$ cat src/rtl/winptr_pkg.sv
package winptr_pkg;

    localparam int PTR_W = 5;

    typedef enum logic [1:0] {
        OP_SAVE    = 2'd0,
        OP_RESTORE = 2'd1,
        OP_RETT    = 2'd2,
        OP_WRITE   = 2'd3
    } wp_op_e;

    localparam logic [7:0] TT_ILLEGAL = 8'h02;
    localparam logic [7:0] TT_WIN_OVF = 8'h05;
    localparam logic [7:0] TT_WIN_UNF = 8'h06;

    typedef struct packed {
        logic [3:0]       flags;     // N,Z,V,C
        logic             fp_en;
        logic [3:0]       level;
        logic             sup;
        logic             prev_sup;
        logic             trap_en;
        logic [PTR_W-1:0] ptr;
    } wp_state_t;

    localparam wp_state_t WP_RESET = '{flags: 4'h0, fp_en: 1'b0, level: 4'h0,
                                       sup: 1'b1, prev_sup: 1'b0, trap_en: 1'b0,
                                       ptr: '0};

    function automatic wp_state_t word_to_state(input logic [31:0] w);
        wp_state_t s;
        s.flags    = w[23:20];
        s.fp_en    = w[12];
        s.level    = w[11:8];
        s.sup      = w[7];
        s.prev_sup = w[6];
        s.trap_en  = w[5];
        s.ptr      = w[4:0];
        return s;
    endfunction

    function automatic logic [31:0] state_to_word(input wp_state_t s, input logic [7:0] ver);
        return {ver, s.flags, 7'd0, s.fp_en, s.level, s.sup, s.prev_sup, s.trap_en, s.ptr};
    endfunction

endpackage

$ cat src/rtl/wp_step.sv
module wp_step #(
    parameter int NWIN = 8
) (
    input  logic [4:0] cur,
    output logic [4:0] up,
    output logic [4:0] dn
);
    localparam logic [4:0] LAST = 5'(NWIN - 1);

    generate
        if (NWIN == 32) begin : g_pow2
            // Full five-bit range: natural wrap of the adder.
            assign up = cur + 5'd1;
            assign dn = cur - 5'd1;
        end else begin : g_cmp
            assign up = (cur == LAST) ? 5'd0 : cur + 5'd1;
            assign dn = (cur == 5'd0) ? LAST : cur - 5'd1;
        end
    endgenerate
endmodule

$ cat src/rtl/wp_decide.sv
module wp_decide
    import winptr_pkg::*;
#(
    parameter int NWIN = 8
) (
    input  logic        cmd_valid,
    input  logic [1:0]  cmd_op,
    input  logic [31:0] cmd_data,
    input  wp_state_t   cur,
    input  logic [31:0] inv_mask,
    output wp_state_t   nxt,
    output logic        trap,
    output logic [7:0]  code,
    output logic        recheck
);
    localparam logic [5:0] NW6 = 6'(NWIN);

    logic [4:0] ptr_up, ptr_dn;
    logic       field_ok;
    wp_op_e     op;

    wp_step #(.NWIN(NWIN)) u_step (.cur(cur.ptr), .up(ptr_up), .dn(ptr_dn));

    assign op       = wp_op_e'(cmd_op);
    assign field_ok = ({1'b0, cmd_data[4:0]} < NW6);

    always_comb begin
        nxt     = cur;
        trap    = 1'b0;
        code    = 8'h00;
        recheck = 1'b0;
        if (cmd_valid) begin
            case (op)
                OP_SAVE: begin
                    if (inv_mask[ptr_dn]) begin
                        trap = 1'b1;
                        code = TT_WIN_OVF;
                    end else begin
                        nxt.ptr = ptr_dn;
                    end
                end
                OP_RESTORE: begin
                    if (inv_mask[ptr_up]) begin
                        trap = 1'b1;
                        code = TT_WIN_UNF;
                    end else begin
                        nxt.ptr = ptr_up;
                    end
                end
                OP_RETT: begin
                    if (cur.trap_en) begin
                        trap = 1'b1;
                        code = TT_ILLEGAL;
                    end else if (inv_mask[ptr_up]) begin
                        trap = 1'b1;
                        code = TT_WIN_UNF;
                    end else begin
                        nxt.ptr     = ptr_up;
                        nxt.trap_en = 1'b1;
                        nxt.sup     = cur.prev_sup;
                    end
                end
                default: begin // OP_WRITE
                    if (!field_ok) begin
                        trap = 1'b1;
                        code = TT_ILLEGAL;
                    end else begin
                        nxt     = word_to_state(cmd_data);
                        recheck = 1'b1;
                    end
                end
            endcase
        end
    end
endmodule

$ cat src/rtl/wp_pack.sv
module wp_pack
    import winptr_pkg::*;
#(
    parameter logic [7:0] VERSION = 8'h10
) (
    input  wp_state_t   st,
    output logic [31:0] word
);
    assign word = state_to_word(st, VERSION);
endmodule

$ cat src/rtl/winptr_unit.sv
module winptr_unit
    import winptr_pkg::*;
#(
    parameter int         NWIN    = 8,
    parameter logic [7:0] VERSION = 8'h10
) (
    input  logic        clk,
    input  logic        rst,
    input  logic        cmd_valid,
    input  logic [1:0]  cmd_op,
    input  logic [31:0] cmd_data,
    input  logic        mask_we,
    input  logic [31:0] mask_wdata,
    output logic [31:0] state_word,
    output logic [4:0]  wptr,
    output logic        trap_valid,
    output logic [7:0]  trap_type,
    output logic        irq_recheck
);
    localparam logic [5:0] NW6 = 6'(NWIN);

    generate
        if (NWIN < 2 || NWIN > 32) begin : g_bad_nwin
            $error("winptr_unit: NWIN must lie in 2..32");
        end
    endgenerate

    wp_state_t   st_q, st_d;
    logic [31:0] mask_q;
    logic        trap_d, rc_d;
    logic [7:0]  code_d;

    wp_decide #(.NWIN(NWIN)) u_decide (
        .cmd_valid (cmd_valid),
        .cmd_op    (cmd_op),
        .cmd_data  (cmd_data),
        .cur       (st_q),
        .inv_mask  (mask_q),
        .nxt       (st_d),
        .trap      (trap_d),
        .code      (code_d),
        .recheck   (rc_d)
    );

    always_ff @(posedge clk) begin
        if (rst) begin
            st_q        <= WP_RESET;
            mask_q      <= '0;
            trap_valid  <= 1'b0;
            trap_type   <= 8'h00;
            irq_recheck <= 1'b0;
        end else begin
            st_q        <= st_d;
            trap_valid  <= trap_d;
            trap_type   <= code_d;
            irq_recheck <= rc_d;
            if (mask_we) mask_q <= mask_wdata;
        end
    end

    wp_pack #(.VERSION(VERSION)) u_pack (.st(st_q), .word(state_word));

    assign wptr = st_q.ptr;

    // Pointer always names an existing window.
    p_ptr_range_r1: assert property (@(posedge clk) disable iff (rst)
        ({1'b0, st_q.ptr} < NW6));

    // A trapped command leaves the stored state as it was.
    p_trap_keeps_state_r2: assert property (@(posedge clk) disable iff (rst)
        trap_valid |-> (st_q == $past(st_q)));

    // Trap enable only rises through return-from-trap or a write.
    p_te_source_r5: assert property (@(posedge clk) disable iff (rst)
        $rose(st_q.trap_en) |-> ($past(cmd_valid) &&
            ($past(cmd_op) == 2'(OP_RETT) || $past(cmd_op) == 2'(OP_WRITE))));

    // Return-from-trap carries the previous mode into the current one.
    p_sup_copy_r5: assert property (@(posedge clk) disable iff (rst)
        ($rose(st_q.trap_en) && $past(cmd_op) == 2'(OP_RETT))
            |-> (st_q.sup == $past(st_q.prev_sup)));

    // Trap and re-evaluation request are exclusive.
    p_excl_r10: assert property (@(posedge clk) disable iff (rst)
        !(trap_valid && irq_recheck));

    // No command: no pulse and no state change.
    p_idle_r10: assert property (@(posedge clk) disable iff (rst)
        (!$past(cmd_valid) && !$past(rst))
            |-> (!trap_valid && !irq_recheck && st_q == $past(st_q)));
endmodule

$ cat config.mk
export PLATFORM = sky130hd
export DESIGN_NAME = winptr_unit
export DESIGN_NICKNAME = d
export VERILOG_FILES = /design/src/rtl/winptr_pkg.sv /design/src/rtl/wp_step.sv /design/src/rtl/wp_decide.sv /design/src/rtl/wp_pack.sv /design/src/rtl/winptr_unit.sv
export SDC_FILE = /design/constraint.sdc
export NUM_CORES = 1
export LEC_CHECK = 0
export BUFFER_PORTS_ARGS = -buffer_cell sky130_fd_sc_hd__buf_2
export CAP_MARGIN = 20
export CORE_MARGIN = 8
export CORE_UTILIZATION = 50
export CTS_BUF_LIST = sky130_fd_sc_hd__clkbuf_16
export DETAILED_ROUTE_END_ITERATION = 12
export PLACE_DENSITY_LB_ADDON = 0.12
export SETUP_SLACK_MARGIN = 0.15
export SLEW_MARGIN = 20
export SYNTH_ARGS = -nofsm -noshare
export SYNTH_HDL_FRONTEND = slang
export SYNTH_SLANG_ARGS = --single-unit
$ cat constraint.sdc
create_clock -name clk -period 4.9 [get_ports clk]
set_clock_uncertainty 0.15 [all_clocks]
set_input_delay 0.98 -clock clk [delete_from_list [all_inputs] [get_ports clk]]
set_output_delay 0.98 -clock clk [all_outputs]
set_load 0.02 [all_outputs]
==> summary.txt <==
Run status
  – Outcome: completed

Floorplan
  – Core ar.: 0.00668 sq mm
  – Chip height: between 90 and 100 um
  – Row count: 30
  – Die area: 0.00971 sq mm
  – Die Wd: 98.6 um
  – # IOs: approximately 120
  – Initial Util: 51.0%

Yosys
  – Top_reg_cell synth: dfxtp_1
  – Synth area leaders: dfxtp_1, mux2i_1, nor2_1
  – Post-Syn Instances: ~410
  – Post-synthesis cell area: 0.00341 sq mm
  – Mapped Avg Cell Area: 8.37 sq um
  – Count leader, synth: nor2_1
  – Ys async rst share: 0%
  – Synth warn: 0
  – Top cell type's share of synthesized area: 31.7%
  – Synth Register Bits: between 50 and 60
  – Yosys cell types: 67
  – Yosys top cell by area: dfxtp_1
  – Register area share after synthesis: a little under a third
  – EDFF count, synth: 0
  – Post-synth top cells: nor2_1, dfxtp_1, mux2i_1

Power and ir drop
  – Leak: 1.70 nW
  – Peak supply drop: between 150 and 200 uV
  – Pwr/cell area: 407 mW/mm^2

Placed design
  – Gp weighted congestion: 0.911
  – DP HPWL: ~6700 um
  – Number of port buffers: 81

GRT
  – Initial antenna violation count: 0
  – First-pass GRT wire length: ~15000 um
  – Vias in the first global route: 2993
  – Pin count of the biggest net entering global routing: 55
  – Global route overflow: 0
  – Tot GR Track Use: 18.4%

Final layout
  – Layout cells sized above 1: ~25%
  – Nets: 534
  – Final core area utilization: 57.4%
  – Synth-to-Final Area Change: 12.5%
  – Diode count: 0

Worst setup path
  – Worst setup SP type: flop
  – Required @ worst endpoint: about 5 ns
  – Worst Reg2Reg Path Length in Cells: 9
  – CP endpoint kind: flop
  – Setup CP Type: reg -> reg
  – Worst Path Arrival: 3.94 ns
  – CP Max Fanout: 16

Clocking
  – Post-CTS setup buffers: 0
  – Hold buffers post-CTS: 0
  – Num CTS Buffers: 5
  – CTS resizes: 0
  – Worst-path clk slew: 0.07 ns
  – Root buffer cell: clkbuf_16
  – Clk Latency, worst-skew pair: 0.29 ns
  – CTS Buffer Depth: 2
  – CTS sink cnt: 54
  – CTS tree: yes
  – # H-tree levels: 2

Route
  – Pre-antenna DRT Iters: 4
  – Final wirelength: 9070 um
  – Vias per cell: roughly 5.6
  – Total number of vias: 3058
  – DRT iter0 DRCs: 199
  – WL/cell: 16.7 um
  – Final routed DRC violation total: 0
  – ANT nets after route: 0

STA
  – Fmax: 253 MHz
  – Actual slew at the worst max-slew pin: around 0.94 ns
  – Final cycle utilization of the critical path: 80.8%
  – Final setup fails: 0
  – Unrepaired setup endpoints after global routing: false
  – Final hold violation count: 0
  – Setup Total Neg Slack: 0 ns
  – Final Max Slew Viols: 0
  – Fin crit period: 3.96 ns
  – Relative slew margins: 37.6%

Job
  – Maxcap violations: 0

Min path
  – Worst hold path class: reg -> reg
  – Hold path cells: 2
-- area by class of cell --
type | count | area (sq um)
flip-flops and latches | 54 | 1080
well taps | 80 | 100
inverters | 6 | 22.5
repair buffers | 83 | 420
clock buffers | 5 | 125
fillers | 657 | 2850
multi-input cells | 311 | 2040
clock inverters | 3 | 41.3
-- final timing paths --
| check | to | start | slack (ns) |
|---|---|---|---|
| worst max-delay path | wptr[4]$_SDFFE_PP0P_ | wptr[0]$_SDFFE_PP0P_ | 0.94 |
| worst min-delay path | st_q[10]$_SDFFE_PP0P_ | st_q[10]$_SDFFE_PP0P_ | 0.30 |
| worst max register to register | wptr[4]$_SDFFE_PP0P_ | wptr[0]$_SDFFE_PP0P_ | 0.94 |
| worst min register to register | st_q[10]$_SDFFE_PP0P_ | st_q[10]$_SDFFE_PP0P_ | 0.30 |
-- power breakdown --
group,leakage (nW),total [W],internal [W],switching (W)
sequential,0.443,0.000520,0.000472,0.0000487
combinational,1.18,0.000639,0.000243,0.000395
clock,0.0812,0.000401,0.000240,0.000162
total,1.70,0.00156,0.000954,0.000606
-- cell usage in the layout, fill, tap and decap left out, types with 6 or more instances in the layout --
cell	count
nor3_1	7
o21ai_0	17
inv_1	6
dfxtp_1	54
buf_2	81
mux2_2	7
nand3_1	17
nand2b_1	8
nand2_1	24
conb_1	20
mux2i_1	44
a21oi_1	28
nor2_1	55
-- flip-flops by register name, indices dropped and copies added, names as in the netlist --
signal,flops
mask_q,32
trap_type,3
st_q,12
irq_recheck,1
trap_valid,1
wptr,5
-- worst max-delay path, cell delays in order, from the launching register on --
cell and delay, ns:
dfxtp_1 0.34, clkinv_1 0.31, ha_1 0.79, mux4_2 0.58
or2_2 0.28, a31oi_1 0.21, a32oi_2 0.17, a2111oi_4 0.66
o211a_1 0.26, nor3_1 0.05
-- layer usage --
metal / share of wire, % / up-vias / global-route usage [%]
li1: - / 1529 / -
met1: 46 / 1405 / 24.2
met2: 46 / 115 / 29.1
met3: 7.2 / 9 / 4.44
met4: 0.96 / 0 / 4.84
met5: 0 / - / 0
-- cell families after synthesis --
family | share of synthesized area [%]
adders and majority gates | 1.10
buffers and inverters | 10.3
and+or+nand+nor | 20.8
muxes | 15.9
xor gates and xnor gates | 1.25
AOI/OAI and AO/OA | 18.7
DFF | 31.7
other | 0.220
-- metrics by stage --
step | power (W) | setup WS, ns | hold WS [ns] | instances | area, sq um
floorplan | 0.00104 | 1.38 | 0.310 | 425 | 3480
CTS | 0.00156 | 1.00 | 0.303 | 542 | 3830
global placement | 0.00115 | 1.03 | 0.290 | 534 | 3670
finish | 0.00156 | 0.942 | 0.302 | 542 | 3830
global route | 0.00164 | 0.602 | 0.327 | 542 | 3830
detailed placement | 0.00115 | 1.04 | 0.293 | 534 | 3670
Note: power is estimated with default switching activity, not from simulation.
